--- config.mk ---
export PLATFORM = sky130hd
export DESIGN_NAME = r22_stage
export DESIGN_NICKNAME = d
export VERILOG_FILES = /design/src/rtl/r22_pkg.sv /design/src/rtl/r22_delay_line.sv /design/src/rtl/r22_bfly.sv /design/src/rtl/r22_negj.sv /design/src/rtl/r22_stage.sv
export SDC_FILE = /design/constraint.sdc
export NUM_CORES = 1
export LEC_CHECK = 0
export BUFFER_PORTS_ARGS = -buffer_cell sky130_fd_sc_hd__buf_2
export CORE_MARGIN = 3
export CORE_UTILIZATION = 62
export DETAILED_ROUTE_END_ITERATION = 6
export GPL_TIMING_DRIVEN = 0
export PLACE_DENSITY = 0.82
export REMOVE_ABC_BUFFERS = 1
export SLEW_MARGIN = 20
export SYNTH_ARGS = -nofsm -noshare
export SYNTH_HDL_FRONTEND = slang
export SYNTH_SLANG_ARGS = --single-unit
export TNS_END_PERCENT = 30
--- constraint.sdc ---
create_clock -name clk -period 6.4 [get_ports clk]
set_clock_uncertainty 0.05 [all_clocks]
set_input_delay 0.32 -clock clk [delete_from_list [all_inputs] [get_ports clk]]
set_output_delay 0.32 -clock clk [all_outputs]
set_load 0.005 [all_outputs]
--- src/rtl/r22_pkg.sv ---
// Shared types for the radix-2² stage.
// Assumes: nothing beyond the importing module's clocking.
package r22_pkg;
    // Butterfly phase: fill the delay line, or combine stored and incoming data
    typedef enum logic {
        PH_FILL    = 1'b0,
        PH_COMBINE = 1'b1
    } bf_phase_e;

    // True in the last quarter of a period, given its two top counter bits
    function automatic logic in_last_quarter(input logic hi, input logic lo);
        return hi & lo;
    endfunction
endpackage

--- src/rtl/r22_delay_line.sv ---
// Fixed-length shift register that shifts only when 'shift' is high.
// Assumes: DEPTH >= 1; the contents reset to zero.
module r22_delay_line #(
    parameter int DW    = 9,
    parameter int DEPTH = 4
) (
    input  logic                 clk,
    input  logic                 rst_n,
    input  logic                 shift,
    input  logic signed [DW-1:0] d,
    output logic signed [DW-1:0] q
);
    localparam int TOTAL = DW * DEPTH;

    logic [TOTAL-1:0] sr;

    generate
        if (DEPTH == 1) begin : g_single
            // Single tap: one register
            always_ff @(posedge clk) begin
                if (!rst_n)     sr <= '0;
                else if (shift) sr <= d;
            end
        end else begin : g_chain
            // Multi-tap: new sample enters at the low end, oldest leaves at the top
            always_ff @(posedge clk) begin
                if (!rst_n)     sr <= '0;
                else if (shift) sr <= {sr[TOTAL-DW-1:0], d};
            end
        end
    endgenerate

    assign q = sr[TOTAL-1 -: DW];


    frozen_when_idle_chk: assert property (@(posedge clk) disable iff (!rst_n)
        !shift |=> $stable(q));
endmodule

--- src/rtl/r22_bfly.sv ---
// Single-path delay-feedback radix-2 butterfly, delay DEPTH.
// In the fill phase, the input is stored and the stored data is forwarded.
// In the combine phase, the sum goes out and the difference is fed back.
// Assumes: phase toggles every DEPTH accepted samples; output grows by one bit.
module r22_bfly
    import r22_pkg::*;
#(
    parameter int DW_IN = 8,
    parameter int DEPTH = 4
) (
    input  logic                     clk,
    input  logic                     rst_n,
    input  logic                     shift,
    input  bf_phase_e                phase,
    input  logic signed [DW_IN-1:0]  in_re,
    input  logic signed [DW_IN-1:0]  in_im,
    output logic signed [DW_IN:0]    out_re,
    output logic signed [DW_IN:0]    out_im
);
    localparam int DW_OUT = DW_IN + 1;

    logic signed [DW_OUT-1:0] ext_re, ext_im;
    logic signed [DW_OUT-1:0] fb_d_re, fb_d_im;
    logic signed [DW_OUT-1:0] fb_q_re, fb_q_im;

    assign ext_re = DW_OUT'(in_re);
    assign ext_im = DW_OUT'(in_im);

    // Butterfly arithmetic and feedback selection
    always_comb begin
        if (phase == PH_COMBINE) begin
            out_re  = fb_q_re + ext_re;
            out_im  = fb_q_im + ext_im;
            fb_d_re = fb_q_re - ext_re;
            fb_d_im = fb_q_im - ext_im;
        end else begin
            out_re  = fb_q_re;
            out_im  = fb_q_im;
            fb_d_re = ext_re;
            fb_d_im = ext_im;
        end
    end

    r22_delay_line #(.DW(DW_OUT), .DEPTH(DEPTH)) fb_re_i (
        .clk(clk), .rst_n(rst_n), .shift(shift), .d(fb_d_re), .q(fb_q_re));
    r22_delay_line #(.DW(DW_OUT), .DEPTH(DEPTH)) fb_im_i (
        .clk(clk), .rst_n(rst_n), .shift(shift), .d(fb_d_im), .q(fb_q_im));


    combine_balance_chk: assert property (@(posedge clk) disable iff (!rst_n)
        (phase == PH_COMBINE) |->
            ((DW_OUT+1)'(out_re) + (DW_OUT+1)'(fb_d_re)) == ((DW_OUT+1)'(fb_q_re) <<< 1));
endmodule

--- src/rtl/r22_negj.sv ---
// Trivial multiplier: passes data unchanged, or multiplies it by -j
// by swapping the components and negating the new imaginary part.
// Assumes: the operand is never the most negative value when rotated.
module r22_negj #(
    parameter int DW = 9
) (
    input  logic                 rotate,
    input  logic signed [DW-1:0] in_re,
    input  logic signed [DW-1:0] in_im,
    output logic signed [DW-1:0] out_re,
    output logic signed [DW-1:0] out_im
);
    // (re + j im) * -j = im - j re
    always_comb begin
        if (rotate) begin
            out_re = in_im;
            out_im = -in_re;
        end else begin
            out_re = in_re;
            out_im = in_im;
        end
    end
endmodule

--- src/rtl/r22_stage.sv ---
// One radix-2² decimation-in-frequency stage: butterfly (delay x),
// then a multiply by 1 or -j, then a butterfly (delay x/2), then an output register.
// Assumes: cnt_in gives the frame position of din; CW >= X_LOG+1; X_LOG >= 1.
module r22_stage
    import r22_pkg::*;
#(
    parameter int W     = 8,
    parameter int X_LOG = 2,
    parameter int CW    = 6
) (
    input  logic                 clk,
    input  logic                 rst_n,
    input  logic                 en,
    input  logic                 bypass,
    input  logic [CW-1:0]        cnt_in,
    input  logic signed [W-1:0]  din_re,
    input  logic signed [W-1:0]  din_im,
    output logic signed [W+1:0]  dout_re,
    output logic signed [W+1:0]  dout_im,
    output logic [CW-1:0]        cnt_out
);
    localparam int X    = 1 << X_LOG;
    localparam int HALF = X / 2;
    localparam int LAT  = X + HALF;
    localparam int W1   = W + 1;
    localparam int W2   = W + 2;

    logic                 run;
    logic [CW-1:0]        cnt_mid;
    bf_phase_e            ph_first, ph_second;
    logic                 rot;
    logic signed [W1-1:0] b1_re, b1_im, m_re, m_im;
    logic signed [W2-1:0] b2_re, b2_im;

    assign run     = en & ~bypass;
    // Counter aligned to the samples leaving the first butterfly
    assign cnt_mid   = cnt_in - CW'(X);
    assign ph_first  = bf_phase_e'(cnt_in[X_LOG]);
    assign ph_second = bf_phase_e'(cnt_mid[X_LOG-1]);
    assign rot       = in_last_quarter(cnt_mid[X_LOG], cnt_mid[X_LOG-1]);

    r22_bfly #(.DW_IN(W), .DEPTH(X)) bf_first_i (
        .clk(clk), .rst_n(rst_n), .shift(run), .phase(ph_first),
        .in_re(din_re), .in_im(din_im), .out_re(b1_re), .out_im(b1_im));

    r22_negj #(.DW(W1)) negj_i (
        .rotate(rot), .in_re(b1_re), .in_im(b1_im), .out_re(m_re), .out_im(m_im));

    r22_bfly #(.DW_IN(W1), .DEPTH(HALF)) bf_second_i (
        .clk(clk), .rst_n(rst_n), .shift(run), .phase(ph_second),
        .in_re(m_re), .in_im(m_im), .out_re(b2_re), .out_im(b2_im));

    // Output register: butterfly result, bypassed input, or hold
    always_ff @(posedge clk) begin
        if (!rst_n) begin
            dout_re <= '0;
            dout_im <= '0;
            cnt_out <= '0;
        end else if (en) begin
            if (bypass) begin
                dout_re <= W2'(din_re);
                dout_im <= W2'(din_im);
                cnt_out <= cnt_in;
            end else begin
                dout_re <= b2_re;
                dout_im <= b2_im;
                cnt_out <= cnt_in - CW'(LAT);
            end
        end
    end


    stall_hold_chk: assert property (@(posedge clk) disable iff (!rst_n)
        !en |=> ($stable(dout_re) && $stable(dout_im) && $stable(cnt_out)));


    bypass_pass_chk: assert property (@(posedge clk) disable iff (!rst_n)
        (en && bypass) |=> (cnt_out == $past(cnt_in)) &&
                           (dout_re == $signed($past(din_re))) &&
                           (dout_im == $signed($past(din_im))));


    count_lag_chk: assert property (@(posedge clk) disable iff (!rst_n)
        (en && !bypass) |=> (CW'(cnt_out + CW'(LAT)) == $past(cnt_in)));
endmodule

Word level (Yosys, flattened, before mapping)
Cells that the tools add are included.

word-level totals
  flip-flop bits (word level) = 138
  bits of input ports = 26
  output and inout port bits = 26
  word-level logic and storage cells = 34

operators by class
  $add $sub $neg = 11
  multiplexer cells = 13
  bitwise gates (word level) = 3

operators by type and width
  cell                   number
  $mux W10               6
  $mux W9                6
  $add A10 B9 Y10        2
  $sub A10 B9 Y10        2
  $add A9 B8 Y9          2
  $sub A9 B8 Y9          2
  $neg A9 Y9             1
  $mux W6                1
  $sub A6 B3 Y6 const B  1
  $sub A3 B3 Y3 const B  1
  $and A1 B1 Y1          2
  $not A1 Y1             1

Depth between registers and ports, before layout
Gate-level depths: netlist of run 1.

  word-level depth = 7
  mapped depth = 22
  depth with buffers taken out = 22

Cells and area by module
A second synthesis of run 1 with hierarchy kept.

second synthesis, totals
  cells, all modules = 1226
  area, all modules = 10636.5 µm²

modules (own cells, without submodules)
  module                                     times used  cells an instance  area an instance (µm²)  sequential area each (µm²)
  r22_delay_line at bf_first_i.fb_im_i ...   2           124                1456.4                  720.7
  r22_bfly at bf_second_i                    1           352                2406.1                  0.0
  r22_bfly at bf_first_i                     1           305                2060.7                  0.0
  r22_delay_line at bf_second_i.fb_im_i ...  2           74                 830.8                   400.4
  r22_stage                                  1           123                1237.4                  520.5
  r22_negj                                   1           50                 357.8                   0.0

Worst setup path after synthesis of run 1
OpenSTA, ideal clock, no wires.

  path kind = input to register
  start point = in cnt_in[2]
  end point = reg dout_re[9]
  setup time = 0.093 ns
  data arrival time = 4.633 ns
  data required time = 6.257 ns
  setup slack = 1.623 ns
  stages = 19
  path buffers = 5
  cell sequence = inv_1 -> buf_1 -> clkbuf_1 -> clkbuf_1 -> ha_1 -> clkbuf_1 -> clkbuf_1 -> mux2i_1 -> ha_1 -> a21o_1 -> a21oi_1 -> o21bai_1 -> a2111oi_0 -> nor3_1 -> a31oi_1 -> xnor2_1 -> nand2_1 -> xor2_1 -> o311ai_2

on the way
  cells in the longest elaborated chain, start to end = 6
  elaborated cells on any way between the ends = 8
  those cells by class = 2 x add/sub; 5 x mux; 1 x bitwise

RTL lines
  what                    RTL line         text
  start: declaration      r22_stage.sv:15  input logic [CW-1:0] cnt_in,
  $sub A3 B3 Y3           r22_stage.sv:37  assign cnt_mid = cnt_in - CW'(X);
  $and A1 B1 Y1           r22_pkg.sv:12    return hi & lo;
  $mux W9 (*)             r22_negj.sv:15   if (rotate) begin
  $add A10 B9 Y10 (*)     r22_bfly.sv:32   out_re = fb_q_re + ext_re;
  $mux W10 (*)            r22_bfly.sv:31   if (phase == PH_COMBINE) begin
  $mux W10 (*)            r22_stage.sv:60  if (bypass) begin
  end signal: assignment  r22_stage.sv:61  dout_re <= W2'(din_re);
  end signal: assignment  r22_stage.sv:65  dout_re <= b2_re;
  end: declaration        r22_stage.sv:18  output logic signed [W+1:0] dout_re,

Mark *: on every way between the ends. The rest lies on a longest branch, timed or not.
A chain may end at the register's enable or synchronous reset.

Final worst setup path of run 1
  start point = in cnt_in[2]
  end point = reg dout_im[9]

on the way
  cells in the longest elaborated chain, start to end = 6
  elaborated cells on any way between the ends = 9
  those cells by class = 3 x add/sub; 5 x mux; 1 x bitwise

RTL lines
  what                                                RTL line                         text
  $mux W9 / $sub A3 B3 Y3 (equally long branches)     r22_bfly.sv:31, r22_stage.sv:37
  $neg A9 Y9 / $and A1 B1 Y1 (equally long branches)  r22_negj.sv:17, r22_pkg.sv:12
  $mux W9 (*)                                         r22_negj.sv:15
  $add A10 B9 Y10 (*)                                 r22_bfly.sv:33                   out_im = fb_q_im + ext_im;
  $mux W10 (*)                                        r22_bfly.sv:31
  $mux W10 (*)                                        r22_stage.sv:60
  end signal: assignment                              r22_stage.sv:62                  dout_im <= W2'(din_im);
  end signal: assignment                              r22_stage.sv:66                  dout_im <= b2_im;
  end: declaration                                    r22_stage.sv:19                  output logic signed [W+1:0] dout_im,

Marks and branches as above.

==> impl_metrics.tcl, run 1 <==
set metrics [dict create \
    synthFlopType "dfxtp_1" \
    slowest_stage "buf_2" \
    post-dp-hpwl_mm 13.16 \
    rsz0062_at_grt "false" \
    crit_chain "buf_2 > inv_2 > a21oi_1 > ha_1 > nand2_1 > nor3_1 > xor2_1 > a21oi_1 > inv_1 > ha_1 > nand3_1 > o211ai_1 > o21a_1 > nor2_1 > nor2_1 > nor2_1 > o21ai_0 > xor2_1 > a211oi_1 > o31ai_2" \
    drive_gt1_share_pct 9.237 \
    yosys_warnings 0 \
    powerDensity_nw_per_um2 235.6 \
    ir_drop_mv 0.1971 \
    layout_common_cells "nand2_1, a21oi_1, dfxtp_1" \
    tightest_slew_ns 1.066 \
    max_freq_mhz 206.2 \
    r2r-start "bf_first_i.fb_re_i.sr[27]" \
    layout_commonest_cell "nand2_1" \
    finalSetupViolCount 0 \
    placed_area_um2 9245 \
    nets 1274 \
    numPortBuffers 51 \
    overflow 0 \
    max_cap_violations 0 \
    relSlewSlack_pct 28.91 \
    reg2reg_depth 21 \
    crit_required_ns 6.70 \
    synth_cells 1164 \
    slowest_delay_ns 0.67 \
    cts_setup_buffers 0 \
    dp_worst_setup_slack_ns 0.6040 \
    clock-sinks 138 \
    reg2reg_setup_slack_ns 1.73 \
    crit_path_max_fanout 42 \
    async_reset_ff_share_pct 0 \
    period_share_pct 75.78 \
    layout_min_cycle_time_ns 4.850 \
    timing.rr.end "dout_im[9]" \
    ys_seq_area_share_pct 31.04 \
    synth.area.top_cells "dfxtp_1, ha_1, nand2_1" \
    path_clk_slew_ns 0.06 \
    vias 7800 \
    cts.htree.levels 4 \
    cts_resized 0 \
    crit_buf_inv 3 \
    detail_route.vias_per_cell 5.735 \
    worstHoldStart "cnt_in[0]" \
    cts_hold_buf 0 \
    cp-start-kind "input pin" \
    min_path_type "input pin to register" \
    synth_edf_count 0 \
    cts_root_buf "clkbuf_16" \
    p_leak_nw 4.085 \
    hold_path_end "cnt_out[0]" \
    setup_slack_ns 1.550 \
    avgSynthCellArea_um2 7.647 \
    cts_buffer_depth 2 \
    final_hold_viol_count 0 \
    fillers 1111 \
    cp.depth 20 \
    synth_top_area_cell "dfxtp_1" \
    die_w_um 125.8 \
    track_usage_pct 25.31 \
    critPathKind "input pin to register" \
    grt_max_degree 83 \
    cts_made_buffers 17 \
    dieArea_um2 15830 \
    yosysUniqueCellTypes 64 \
    dr.pass1.iters 5 \
    stdcell_area_um2 9882 \
    cts_tree "yes" \
    drtAntennaViolNets 0 \
    status "finished clean" \
    antenna_found_initial 0 \
    gp_congestion 0.8716 \
    slew_violations 0 \
    rows 43 \
    route.detailed.drc 0 \
    start_util_pct 63.63 \
    grt_pass1_wl_mm 33.42 \
    final.setup.tns_ns 0 \
    cp_top_family "compound AO/OA/AOI/OAI gates" \
    wl_mm 19.77 \
    drt_iter0_markers 432 \
    diodes 0 \
    core_area_um2 13990 \
    syn_area_um2 8901 \
    grt_pass1_vias 7281 \
    die_h_um 125.8 \
    crit_path_end_kind "register" \
    worst_hold_path.num_cells 3 \
    synth_top_area_share_pct 31.04 \
    detail_route.wl_per_cell_um 14.54 \
    area_delta_synth_final_pct 11.02 \
    io_pins 52 \
    ys_ff_latch 138 \
    cp.arrival_ns 5.15 \
    crit_path_frequent_cell "nor2_1" \
    clock_latency_ns 0.43 \
]
## state kept, by name, indices dropped and copies added (netlist names)
register / flops
bf_first_i.fb_im_i.sr: 36
dout_re: 10
cnt_out: 6
bf_first_i.fb_re_i.sr: 36
dout_im: 10
bf_second_i.fb_im_i.sr: 20
bf_second_i.fb_re_i.sr: 20
## how the worst max path moves through the flow
stage | startpoint | endpoint | slack (ns)
2_1_floorplan | bypass | bf_first_i.fb_re_i.sr[3] | 0.87
3_3_place_gp | en | bf_first_i.fb_re_i.sr[3] | -2.29
3_5_place_dp | cnt_in[2] | dout_re[9] | 0.60
4_1_cts | cnt_in[2] | dout_re[9] | 1.04
5_1_grt | cnt_in[2] | dout_im[9] | 1.14
6_report | cnt_in[2] | dout_im[9] | 1.55
## metrics by stage
| step | utilization, % | total power (W) | hold slack (ns) | instances |
|---|---|---|---|---|
| floorplan | - | 0.001171 | 0.3656 | 1092 |
| finish | 70.64 | 0.002328 | 0.1115 | 1360 |
| global route | 70.64 | 0.002425 | 0.1265 | 1360 |
| CTS | 70.63 | 0.002340 | 0.1073 | 1360 |
| global placement | 65.07 | 0.001267 | 0.3865 | 1323 |
| detailed placement | 66.09 | 0.001281 | 0.3921 | 1328 |
## worst reg2reg max path, cell delays in order (launching register included)
cell,delay [ns]
dfxtp_1,0.34
ha_1,0.22
fa_1,0.45
xor2_1,0.17
nor2_1,0.05
a21oi_1,0.38
nand2_1,0.23
nor3_1,0.22
xor2_1,0.12
a21oi_1,0.31
inv_1,0.10
ha_1,0.38
nand3_1,0.09
o211ai_1,0.28
o21a_1,0.18
nor2_1,0.05
nor2_1,0.10
nor2_1,0.08
o21ai_0,0.20
xor2_1,0.21
a211oi_1,0.11
o31ai_2,0.28
## final cells by class
| type | count | area [um^2] | share of cell area (%) |
|---|---|---|---|
| clock buffers | 19 | 442.9 | 4.482 |
| repair buffers | 56 | 377.9 | 3.824 |
| clock inverters | 13 | 191.4 | 1.937 |
| flip-flops and latches | 138 | 2763 | 27.96 |
| multi-input cells | 880 | 5599 | 56.66 |
| inverters | 74 | 282.8 | 2.861 |
| well taps | 180 | 225.2 | 2.279 |
## Yosys cell counts (all sizes together), types with 2 or more instances
cell and number:
nor2b 10, nand2 212, nor3b 2, a211o 2
nand3 11, ha 73, nor2 97, mux2 3
o21bai 12, clkbuf 57, a21oi 149, o22ai 2
inv 74, mux2i 37, xnor2 40, o311ai 2
dfxtp 138, nand3b 3, nand4 2, a2111oi 5
o21a 2, a31oi 4, a21boi 4, xor2 14
o21ai 45, a221o 2, fa 8, o31ai 3
o221ai 2, nor3 28, and4 2, o2bb2ai 3
a311o 2, a211oi 32, buf 15, nand2b 15
a221oi 2, or3 10, or2 2, a21o 10
a311oi 2, o211ai 16
## routing by layer
metal | vias up | global-route usage [%] | wire, um
li1 | 3966 | - | -
met1 | 3661 | 31.93 | 9021
met2 | 150 | 44.27 | 9707
met3 | 23 | 4.411 | 762
met4 | 0 | 7.823 | 277
met5 | - | 0 | 0
## power breakdown
part / leakage (nW) / switching [W] / total, W / internal (W)
clock: 0.301 / 0.000394 / 0.00106 / 0.000666
combinational: 2.66 / 0.000219 / 0.000358 / 0.000139
sequential: 1.12 / 0.0000177 / 0.000911 / 0.000893
total: 4.09 / 0.000631 / 0.00233 / 0.00170
## cell families (layout without fill, tap and decap cells)
| family | Yosys count | after routing | synth area share, % |
|---|---|---|---|
| and+or+nand+nor | 398 | 398 | 19.13 |
| AOI/OAI and AO/OA | 307 | 307 | 21.66 |
| buffers and inverters | 146 | 162 | 6.255 |
| DFF | 138 | 138 | 31.04 |
| adders and majority gates | 81 | 81 | 12.06 |
| xor gates and xnor gates | 54 | 54 | 5.314 |
| muxes | 40 | 40 | 4.540 |
No activity file was read; power rests on OpenSTA's default activity.
==> run 2: changes to the inputs <==
==> constraint.sdc (replaced) <==
create_clock -name clk -period 4.75 [get_ports clk]
set_clock_uncertainty 0.05 [all_clocks]
set_input_delay 0.2375 -clock clk [delete_from_list [all_inputs] [get_ports clk]]
set_output_delay 0.2375 -clock clk [all_outputs]
set_load 0.005 [all_outputs]
==> impl_metrics.tcl, run 2 (synthesized netlist as in run 1, its figures left out) <==
set metrics [dict create \
    timing.rr.end "dout_im[9]" \
    cts_buffer_depth 2 \
    rows 43 \
    largestRegisters "bf_first_i.fb_im_i.sr (36), bf_first_i.fb_re_i.sr (36)" \
    max_freq_mhz 226.9 \
    area_delta_synth_final_pct 11.86 \
    dieArea_um2 15830 \
    worstHoldStart "cnt_in[0]" \
    crit_chain "ha_1 > fa_1 > xor2_1 > nor2_1 > a21oi_2 > nand2_1 > nor3_1 > xor2_1 > a21oi_2 > inv_1 > ha_1 > nand3_1 > o211ai_1 > o21a_1 > nor2_1 > nor2_1 > nor2_1 > o21ai_0 > xor2_1 > a211oi_1 > o31ai_2" \
    overflow 0 \
    nets 1280 \
    slowest_delay_ns 0.45 \
    slew_violations 0 \
    stdcell_area_um2 9957 \
    cts_tree "yes" \
    dp_cells 1328 \
    path_clk_slew_ns 0.06 \
    cts_root_buf "clkbuf_16" \
    placed_area_um2 9245 \
    wl_mm 20.11 \
    diodes 0 \
    track_usage_pct 25.66 \
    min_path_type "input pin to register" \
    clock_latency_ns 0.43 \
    layout_commonest_cell "nand2_1" \
    clock-sinks 138 \
    grt_max_degree 83 \
    drt_iter0_markers 445 \
    cts.htree.levels 4 \
    ir_drop_mv 0.2664 \
    slowest_stage "fa_1" \
    vias 7802 \
    rsz0062_at_grt "false" \
    cp.arrival_ns 4.71 \
    cts_made_buffers 17 \
    critPathKind "register to register" \
    final-instance-count-excl-fill 1366 \
    io_pins 52 \
    tightest_slew_ns 1.003 \
    route.detailed.drc 0 \
    detail_route.vias_per_cell 5.712 \
    r2r-start "bf_first_i.fb_re_i.sr[27]" \
    numPortBuffers 51 \
    final_hold_viol_count 0 \
    dr.pass1.iters 5 \
    final_util_pct 71.18 \
    gp_congestion 0.8716 \
    antenna_found_initial 0 \
    detail_route.wl_per_cell_um 14.72 \
    max_cap_violations 0 \
    reg2reg_setup_slack_ns 0.34 \
    crit_buf_inv 1 \
    worst_hold_path.num_cells 3 \
    finalSetupViolCount 0 \
    powerDensity_nw_per_um2 316.1 \
    die_w_um 125.8 \
    crit_path_end_kind "register" \
    layout_common_cells "nand2_1, a21oi_1, dfxtp_1" \
    drive_gt1_share_pct 10.03 \
    hold_path_end "cnt_out[0]" \
    start_util_pct 63.63 \
    cp_top_family "compound AO/OA/AOI/OAI gates" \
    crit_required_ns 5.05 \
    crit_path_frequent_cell "nor2_1" \
    drtAntennaViolNets 0 \
    layout_min_cycle_time_ns 4.407 \
    p_leak_nw 4.107 \
    status "finished clean" \
    crit_path_max_fanout 6 \
    post-dp-hpwl_mm 13.16 \
    grt_pass1_wl_mm 33.81 \
    cp-start-kind "register" \
    period_share_pct 92.78 \
    grt_pass1_vias 7310 \
    die_h_um 125.8 \
    relSlewSlack_pct 33.17 \
    p_total_w 0.003148 \
    reg2reg_depth 21 \
    core_area_um2 13990 \
]
## run 2: changes by cell type in the layout (fill, tap and decap cells not counted), sizes merged
| cell | delta |
|---|---|
| clkinvlp | +2 |
| inv | -1 |
| buf | +3 |
| clkbuf | +2 |
## run 2: layout make-up
class | instances | area (um^2)
tap | 180 | 225.2
multi-input combinational | 880 | 5623
clock inverter | 13 | 191.4
sequential | 138 | 2763
fill | 1100 | 4031
timing repair inverter | 1 | 5.005
inverter | 74 | 286.5
timing repair buffer | 61 | 420.4
clock buffer | 19 | 442.9
## run 2: where the power goes
group          total, W  switching [W]  internal, W
Combinational  0.000490       0.000298     0.000191
Clock           0.00143       0.000534     0.000897
Sequential      0.00123      0.0000240      0.00120
Total           0.00315       0.000856      0.00229
## run 2: metal layers
layer,track usage (%),up-vias,routed length [um]
met3,4.538,25,845
met2,44.52,153,9843
met5,0,-,0
li1,-,3982,-
met4,7.950,0,285
met1,32.65,3642,9134
## run 2: worst max-delay path by stage
stage          slack (ns)                       end                      start  cells after the start
6_report             0.34                dout_im[9]  bf_first_i.fb_re_i.sr[27]                     21
5_1_grt              0.04                dout_im[9]  bf_first_i.fb_re_i.sr[27]                     21
4_1_cts              0.14                dout_im[9]  bf_first_i.fb_re_i.sr[27]                     21
3_5_place_dp        -0.96                dout_re[9]                  cnt_in[2]                     15
3_3_place_gp        -3.85  bf_first_i.fb_re_i.sr[3]                         en                      5
2_1_floorplan       -0.70  bf_first_i.fb_re_i.sr[3]                     bypass                      4
## run 2: repair_timing
| item | in CTS | in global routing |
|---|---|---|
| endpoints found under the setup margin | 14 | 5 |
| pin swaps | 0 | 0 |
| endpoints found under the hold margin | 0 | 0 |
| gates resized for setup | 2 | 7 |
| hold buffers | 0 | 0 |
| gates cloned | 1 | 0 |
| buffers inserted | 4 | 1 |
## run 2: stage by stage
stage,hold slack [ns],TNS (ns),setup slack [ns]
finish,0.03297,0,0.3432
global route,0.04401,0,0.03546
CTS,0.02484,0,0.1413
detailed placement,0.3921,-11.81,-0.9635
global placement,0.3865,-332.60,-3.854
floorplan,0.2831,-6.907,-0.6986
## run 2: worst register-to-register path, delay by kind of cell (launching register included)
family          cells  cell delay, ns
compound gates      7            1.48
xor+xnor            3            0.55
fa+ha+maj           3            1.05
buf+inv             1            0.08
flops               1            0.34
simple gates        7            0.78
